===== src/rtl/cg_regfile_pkg.sv =====
package cg_regfile_pkg;
    localparam int PC_IDX = 0;
    localparam int SR_IDX = 2;
    localparam int CG_IDX = 3;

    typedef enum logic [1:0] {
        AM_DIRECT   = 2'b00,
        AM_OFFSET   = 2'b01,
        AM_POINTER  = 2'b10,
        AM_POSTINC  = 2'b11
    } src_mode_e;
endpackage


===== src/rtl/cg_read_port.sv =====
module cg_read_port #(
    parameter int DATA_W   = 16,
    parameter int NUM_REGS = 16,
    localparam int IDX_W   = $clog2(NUM_REGS)
) (
    input  logic [NUM_REGS-1:0][DATA_W-1:0] regs,
    input  logic [IDX_W-1:0]                idx,
    output logic [DATA_W-1:0]               data
);
    always_comb begin
        data = regs[idx];
    end
endmodule


===== src/rtl/cg_const_gen.sv =====
module cg_const_gen
    import cg_regfile_pkg::*;
#(
    parameter int DATA_W   = 16,
    parameter int NUM_REGS = 16,
    localparam int IDX_W   = $clog2(NUM_REGS)
) (
    input  logic [IDX_W-1:0]  idx,
    input  logic [1:0]        mode,
    input  logic [DATA_W-1:0] reg_val,
    output logic [DATA_W-1:0] operand
);
    always_comb begin
        operand = reg_val;
        if (idx == IDX_W'(CG_IDX)) begin
            unique case (src_mode_e'(mode))
                AM_DIRECT:  operand = '0;
                AM_OFFSET:  operand = DATA_W'(1);
                AM_POINTER: operand = DATA_W'(2);
                AM_POSTINC: operand = '1;
                default:    operand = '0;
            endcase
        end else if (idx == IDX_W'(SR_IDX)) begin
            unique case (src_mode_e'(mode))
                AM_DIRECT:  operand = reg_val;
                AM_OFFSET:  operand = '0;
                AM_POINTER: operand = DATA_W'(4);
                AM_POSTINC: operand = DATA_W'(8);
                default:    operand = reg_val;
            endcase
        end
    end
endmodule


===== src/rtl/cg_pc_next.sv =====
module cg_pc_next #(
    parameter int DATA_W = 16
) (
    input  logic [DATA_W-1:0] pc_q,
    input  logic              pc_inc,
    input  logic              pc_load,
    input  logic [DATA_W-1:0] load_val,
    input  logic              wr_hit,
    input  logic [DATA_W-1:0] wr_data,
    output logic [DATA_W-1:0] pc_d
);
    localparam logic [DATA_W-1:0] EVEN_MASK = ~DATA_W'(1);
    localparam logic [DATA_W-1:0] STEP      = DATA_W'(2);

    always_comb begin
        if (pc_load) begin
            pc_d = load_val & EVEN_MASK;
        end else if (wr_hit) begin
            pc_d = wr_data & EVEN_MASK;
        end else if (pc_inc) begin
            pc_d = (pc_q + STEP) & EVEN_MASK;
        end else begin
            pc_d = pc_q & EVEN_MASK;
        end
    end
endmodule


===== src/rtl/cg_regfile.sv =====
module cg_regfile
    import cg_regfile_pkg::*;
#(
    parameter int DATA_W   = 16,
    parameter int NUM_REGS = 16,
    localparam int IDX_W   = $clog2(NUM_REGS)
) (
    input  logic              clk,
    input  logic              rst_n,
    input  logic [IDX_W-1:0]  src_idx,
    input  logic [1:0]        src_mode,
    output logic [DATA_W-1:0] src_data,
    input  logic [IDX_W-1:0]  dst_idx,
    output logic [DATA_W-1:0] dst_data,
    input  logic              wr_en,
    input  logic [IDX_W-1:0]  wr_idx,
    input  logic [DATA_W-1:0] wr_data,
    input  logic              pc_inc,
    input  logic              pc_load,
    input  logic [DATA_W-1:0] pc_load_val,
    output logic [DATA_W-1:0] pc_out
);
    typedef struct packed {
        logic [NUM_REGS-1:0][DATA_W-1:0] regs;
    } state_t;

    state_t st_d, st_q;
    logic [DATA_W-1:0] pc_nxt_d;
    logic [DATA_W-1:0] src_raw;
    logic              pc_wr_hit;

    assign pc_wr_hit = wr_en && (wr_idx == IDX_W'(PC_IDX));

    cg_pc_next #(.DATA_W(DATA_W)) u_pc_next (
        .pc_q     (st_q.regs[PC_IDX]),
        .pc_inc   (pc_inc),
        .pc_load  (pc_load),
        .load_val (pc_load_val),
        .wr_hit   (pc_wr_hit),
        .wr_data  (wr_data),
        .pc_d     (pc_nxt_d)
    );

    always_comb begin
        st_d = st_q;
        for (int i = 0; i < NUM_REGS; i++) begin
            if (i == PC_IDX) begin
                st_d.regs[i] = pc_nxt_d;
            end else if (i == CG_IDX) begin
                st_d.regs[i] = '0;
            end else if (wr_en && (wr_idx == IDX_W'(i))) begin
                st_d.regs[i] = wr_data;
            end
        end
    end

    always_ff @(posedge clk) begin
        if (!rst_n) begin
            st_q <= '0;
        end else begin
            st_q <= st_d;
        end
    end

    cg_read_port #(.DATA_W(DATA_W), .NUM_REGS(NUM_REGS)) u_src_port (
        .regs (st_q.regs),
        .idx  (src_idx),
        .data (src_raw)
    );

    cg_const_gen #(.DATA_W(DATA_W), .NUM_REGS(NUM_REGS)) u_const_gen (
        .idx     (src_idx),
        .mode    (src_mode),
        .reg_val (src_raw),
        .operand (src_data)
    );

    cg_read_port #(.DATA_W(DATA_W), .NUM_REGS(NUM_REGS)) u_dst_port (
        .regs (st_q.regs),
        .idx  (dst_idx),
        .data (dst_data)
    );

    assign pc_out = st_q.regs[PC_IDX];
endmodule


===== config.mk =====
export PLATFORM = sky130hd
export DESIGN_NAME = cg_regfile
export DESIGN_NICKNAME = d
export VERILOG_FILES = /design/src/rtl/cg_regfile_pkg.sv /design/src/rtl/cg_read_port.sv /design/src/rtl/cg_const_gen.sv /design/src/rtl/cg_pc_next.sv /design/src/rtl/cg_regfile.sv
export SDC_FILE = /design/constraint.sdc
export NUM_CORES = 1
export LEC_CHECK = 0
export BUFFER_PORTS_ARGS = -buffer_cell sky130_fd_sc_hd__buf_4
export CAP_MARGIN = 20
export CORE_UTILIZATION = 56
export CTS_CLUSTER_SIZE = 30
export DETAILED_ROUTE_END_ITERATION = 12
export PLACE_DENSITY_LB_ADDON = 0.3
export SLEW_MARGIN = 20
export SYNTH_ARGS = -nofsm -noshare
export SYNTH_HDL_FRONTEND = slang
export SYNTH_HIERARCHICAL = 1
export SYNTH_SLANG_ARGS = --single-unit
export TNS_END_PERCENT = 10

===== constraint.sdc =====
create_clock -name clk -period 2.5 [get_ports clk]
set_clock_uncertainty 0.1 [all_clocks]
set_input_delay 0.5 -clock clk [delete_from_list [all_inputs] [get_ports clk]]
set_output_delay 0.5 -clock clk [all_outputs]
set_load 0.005 [all_outputs]

### Word-level counts from Yosys, hierarchy flattened

Cells that the tools add are included.
W data, S select, Z words.

| word-level totals | value |
|---|---|
| flip-flop bits (word level) | 256 |
| logic and storage cells | 70 |

| cells by class | value |
|---|---|
| reductions and logical operators | 19 |
| add/sub/neg operators | 1 |
| bitwise logic cells | 1 |
| $lt $le $gt $ge | 2 |
| equality and inequality tests | 19 |
| mux-type cells | 11 |

Operators by type and width:

| cell | count |
|---|---|
| $bmux W16 S4 | 2 |
| $pmux W16 S4 | 2 |
| $mux W16 | 7 |
| $eq A4 B4 Y1 const B | 8 |
| $add A16 B2 Y16 const B | 1 |
| $eq A4 B3 Y1 const B | 4 |
| $logic_and A1 B1 Y1 | 15 |
| $eq A4 B2 Y1 const B | 3 |
| $lt A4 B5 Y1 const B | 2 |
| $eq A2 B2 Y1 const B | 2 |
| $eq A4 B1 Y1 const B | 1 |
| $logic_not A4 Y1 | 1 |
| $reduce_bool A3 Y1 | 1 |
| $reduce_or A3 Y1 | 1 |
| $eq A2 B1 Y1 const B | 1 |
| $logic_not A2 Y1 | 1 |
| $not A1 Y1 | 1 |

### Logic depth before layout (Yosys ltp)

| logic depth | value |
|---|---|
| depth in word-level cells | 5 |
| depth in mapped cells | 7 |
| mapped depth without buffers | 7 |

### Modules after synthesis

The synthesis kept the hierarchy.

By module, submodules not included:

| module | cells an instance | area each (um^2) | sequential area each (um^2) | times used |
|---|---|---|---|---|
| cg_regfile | 822 | 8,610.8 | 4,804.6 | 1 |
| cg_read_port | 137 | 1,933.1 | 0.0 | 2 |
| cg_pc_next | 95 | 619.3 | 0.0 | 1 |
| cg_const_gen | 24 | 206.4 | 0.0 | 1 |

### Least setup slack after synthesis

No wires, ideal clock.

| path | value |
|---|---|
| path type | input-to-output |
| from | input port src_idx[0] |
| to | output port src_data[3] |
| arrival | 1.797 ns |
| path buffers | 2 |
| path slack | 0.103 ns |
| stages on the path | 6 |
| cells stage by stage | buf_6 > buf_6 > mux4_1 > a22oi_1 > nand2_1 > a32o_1 |

| on the way | value |
|---|---|
| word-level cells in the longest chain between the ends | 5 |

Ends and longest elaborated chain:

| what | RTL line | text |
|---|---|---|
| start: declaration | cg_regfile.sv:10 | `input logic [IDX_W-1:0] src_idx,` |
| $bmux W16 S4 * | cg_read_port.sv:11 | `data = regs[idx];` |
| $mux W16 (implied by the code) * | cg_read_port.sv:11 |  |
| via src_raw[3] | cg_regfile.sv:29 | `logic [DATA_W-1:0] src_raw;` |
| $pmux W16 S4 | cg_const_gen.sv:24 | `unique case (src_mode_e'(mode))` |
| $mux W16 * | cg_const_gen.sv:23 | `end else if (idx == IDX_W'(SR_IDX)) begin` |
| $mux W16 * | cg_const_gen.sv:15 | `if (idx == IDX_W'(CG_IDX)) begin` |
| end: declaration | cg_regfile.sv:12 | `output logic [DATA_W-1:0] src_data,` |

Mark *: on every way through the listed nets, which the timed path passes. The rest lies on a longest branch. The select of a mux whose other input is x is not followed.

### Final worst setup path

| path | value |
|---|---|
| from | input port src_idx[0] |
| to | output port src_data[15] |

Same word-level chain as after synthesis.

==> impl_metrics.ini <==
[sta]
hold_ws_ps = 173
tns_ps = -2780
setup_viol = 26
slew_violations = 0
slew_headroom_pct = 58.4
grt_setup_unrepaired = true
final-hold-violation-count = 0
finalWorstSetupSlack_ps = -180
worstMarginPinSlew_ps = 623
fin_crit_sh_pct = 107
period_needed_ps = 2680
max_freq_mhz = 373

[finish]
nNetsFinal = 1385
final_common_cell = nand2_1
drive_above_1_share_pct = 31.6
final_cell_mix = nand2_1 (280), dfxtp_1 (230), mux2i_1 (229), buf_4 (156), mux4_2 (114)
layoutNonFillerInstCount = 1671
design_area_um2 = 16000
post-route-util_pct = 68.5
syn_to_final_growth_pct = 20.4
fillers = 1749

[logic_synthesis]
syn_inst = 1215
synth_area_leaders = dfxtp_1 (36%), mux4_2 (18%), mux2i_1 (17%)
synth.cell_area_um2 = 13300
synthArstFlopShare_pct = 0
yosysWarnings = 6
ys_seq_elements = 240
yosysSeqAreaShare_pct = 36.1
synth_top_area_share_pct = 36.1
synth_top_area_cell = dfxtp_1
ys.flop_type = dfxtp_1
avgSynthCellArea_um2 = 10.9
synth_edf_count = 0
ys_types = 52

[detailed_routing]
vias_per_cell = 6.30
drtPass1Iterations = 9
drt_wl_total_um = 38200
drc_errors = 2
wire_per_inst_um = 22.9
vias = 10500
drtIter0Drc = 950
antenna_left = 0

[floorplanning]
core_um2 = 23400
fp-row-count = 56
die_h_um = 156
ios = 99
initial_core_util_pct = 56.8
die_w_um = 156
dieArea_um2 = 24400

[critical_path]
crit_chain = buf_16 -> buf_16 -> buf_4 -> mux4_2 -> a22oi_2 -> nand2_1 -> a21o_1 -> buf_4
slowest_stage = mux4_2
path_depth = 8
max_stage_delay_ps = 500
worstSetupStartpoint = src_idx[0]
rr_startpoint = pc_out[2]$_SDFF_PN0_
crit_required_ps = 1900
path_delay_family = buffers and inverters
reg2reg_to = pc_out[15]$_SDFF_PN0_
rrSetupSlack_ps = 380
arrival_ps = 2080
setup.worst_path.start_class = input pin
reg2reg_depth = 7
end_kind = output pin
path_class = in2out
critPathMaxFanout = 10
cp-endpoint = src_data[15]
worst-path-buf-inv = 4

[min_path]
min_from = pc_load_val[4]
hold_depth = 4
hold_path_class = in2reg

[global_routing]
grtUsageMet2_pct = 52.0
grt_pass1_vias = 10600
grt_max_degree = 96
grt_use_met3_pct = 5.03
overflow = 0
grt_pass1_wl_um = 58500
gr-usage-met1_pct = 40.8
antenna_found_initial = 1
grt-busiest-layer = met2
grtUsageTotal_pct = 31.6

[clock_network]
cts.clk_slew.worst_paths_ps = 60
numCtsBuffers = 26
insertion_delay_ps = 530
root_buffer = clkbuf_16
htreeDepth = 1
tritoncts = yes
clock_sinks = 240
cts_max_path_buffers = 3

[power_and_ir_drop]
internal_power_mw = 6.70
p_per_area_nw_per_um2 = 555
total_power_mw = 8.90
power.net_switching_mw = 2.19
seq_power_share_pct = 44.4
swShare_pct = 24.7
pwr-share-comb_pct = 12.3
power.leakage_nw = 6.47
peakVddDrop_v = 0.000495
clockPowerShare_pct = 43.3

[place]
dpl_cell_area_um2 = 14700
dp_cells = 1614
hpwl_um = 24300
place.gp.congestion = 0.868
post-place-ws_ps = -340
port_buffers = 97

[status]
status = complete, but fails checks
violations = design-rule violations, negative setup slack

[run]
maxCapViolCount = 0
## state kept, by name, summed over array words and instances (netlist names)
signal and count:
pc_out 16, st_q 224
## worst min path at each step
stage	slack (ps)	end
after floorplan	340	st_q[147]$_SDFFE_PN0P_
after global placement	350	st_q[111]$_SDFFE_PN0P_
after detailed placement	360	st_q[120]$_SDFFE_PN0P_
after CTS	160	pc_out[4]$_SDFF_PN0_
after global routing	190	pc_out[3]$_SDFF_PN0_
final	170	pc_out[4]$_SDFF_PN0_
## area by class of cell
type                            instances  area (um2)  share of cell area (%)
Multi-Input combinational cell        876        8120                    50.7
Sequential cell                       240        4820                    30.1
Timing Repair Buffer                  188        1810                    11.3
Clock buffer                           42         812                    5.07
Tap cell                              319         399                    2.49
Clock inverter                          4        45.0                   0.281
Inverter                                1        3.75                  0.0234
Antenna cell                            1        2.50                  0.0156
## per-layer routing
layer | share of wire, % | up-vias
li1 | - | 4663
met1 | 40 | 5247
met2 | 48 | 527
met3 | 8.7 | 93
met4 | 3.3 | 0
met5 | 0 | -
## synth_stat cells (2+ instances only)
cell,count
nand3_1,8
a21o_1,10
nand4_1,6
xor2_1,4
a21oi_1,7
mux4_1,20
and2_1,18
conb_1,2
nand3_4,2
nor3_1,4
or3_1,4
buf_6,12
buf_1,4
nand2b_1,2
nand2_1,284
xnor2_1,5
mux2i_1,229
a22oi_1,69
nor2_2,9
a32o_1,3
dfxtp_1,240
buf_2,19
nor2_1,7
mux4_2,108
nand3b_1,4
nor2b_1,5
o21ai_0,7
o22ai_1,3
clkbuf_1,58
and4_1,2
a21o_2,2
nor3b_1,3
buf_4,36
## worst min-delay path, cell delays in order
cell and delay, ps:
buf_4 80, nand2_1 40, o21ai_0 50, and2_1 110
## timing repair
action	CTS	global route
buffers inserted	3	3
pin swaps	19	16
hold buffers	0	0
setup endpoints to repair	32	29
cloned	3	1
gates resized for setup	68	23
## logic make-up (layout without fill, tap and decap cells)
group	Yosys count	in the layout	synth area share (%)
other	2	34	0.0565
buffers and inverters	130	235	5.54
and+or+nand+nor	369	369	12.3
muxes	357	357	39.5
AOI/OAI and AO/OA	107	107	5.86
DFF	240	240	36.1
xor gates and xnor gates	9	9	0.593
adders and majority gates	1	1	0.0940
## power by group through the flow
stage	logic [mW]	clock network [mW]	registers, mW
after detailed placement	0.989	0	4.03
after global placement	0.977	0	4.03
after floorplan	0.614	0	4.02
after CTS	1.06	3.88	3.95
final	1.10	3.85	3.95
after global routing	1.15	4.06	3.95
No activity file was read; power rests on OpenSTA's default activity.
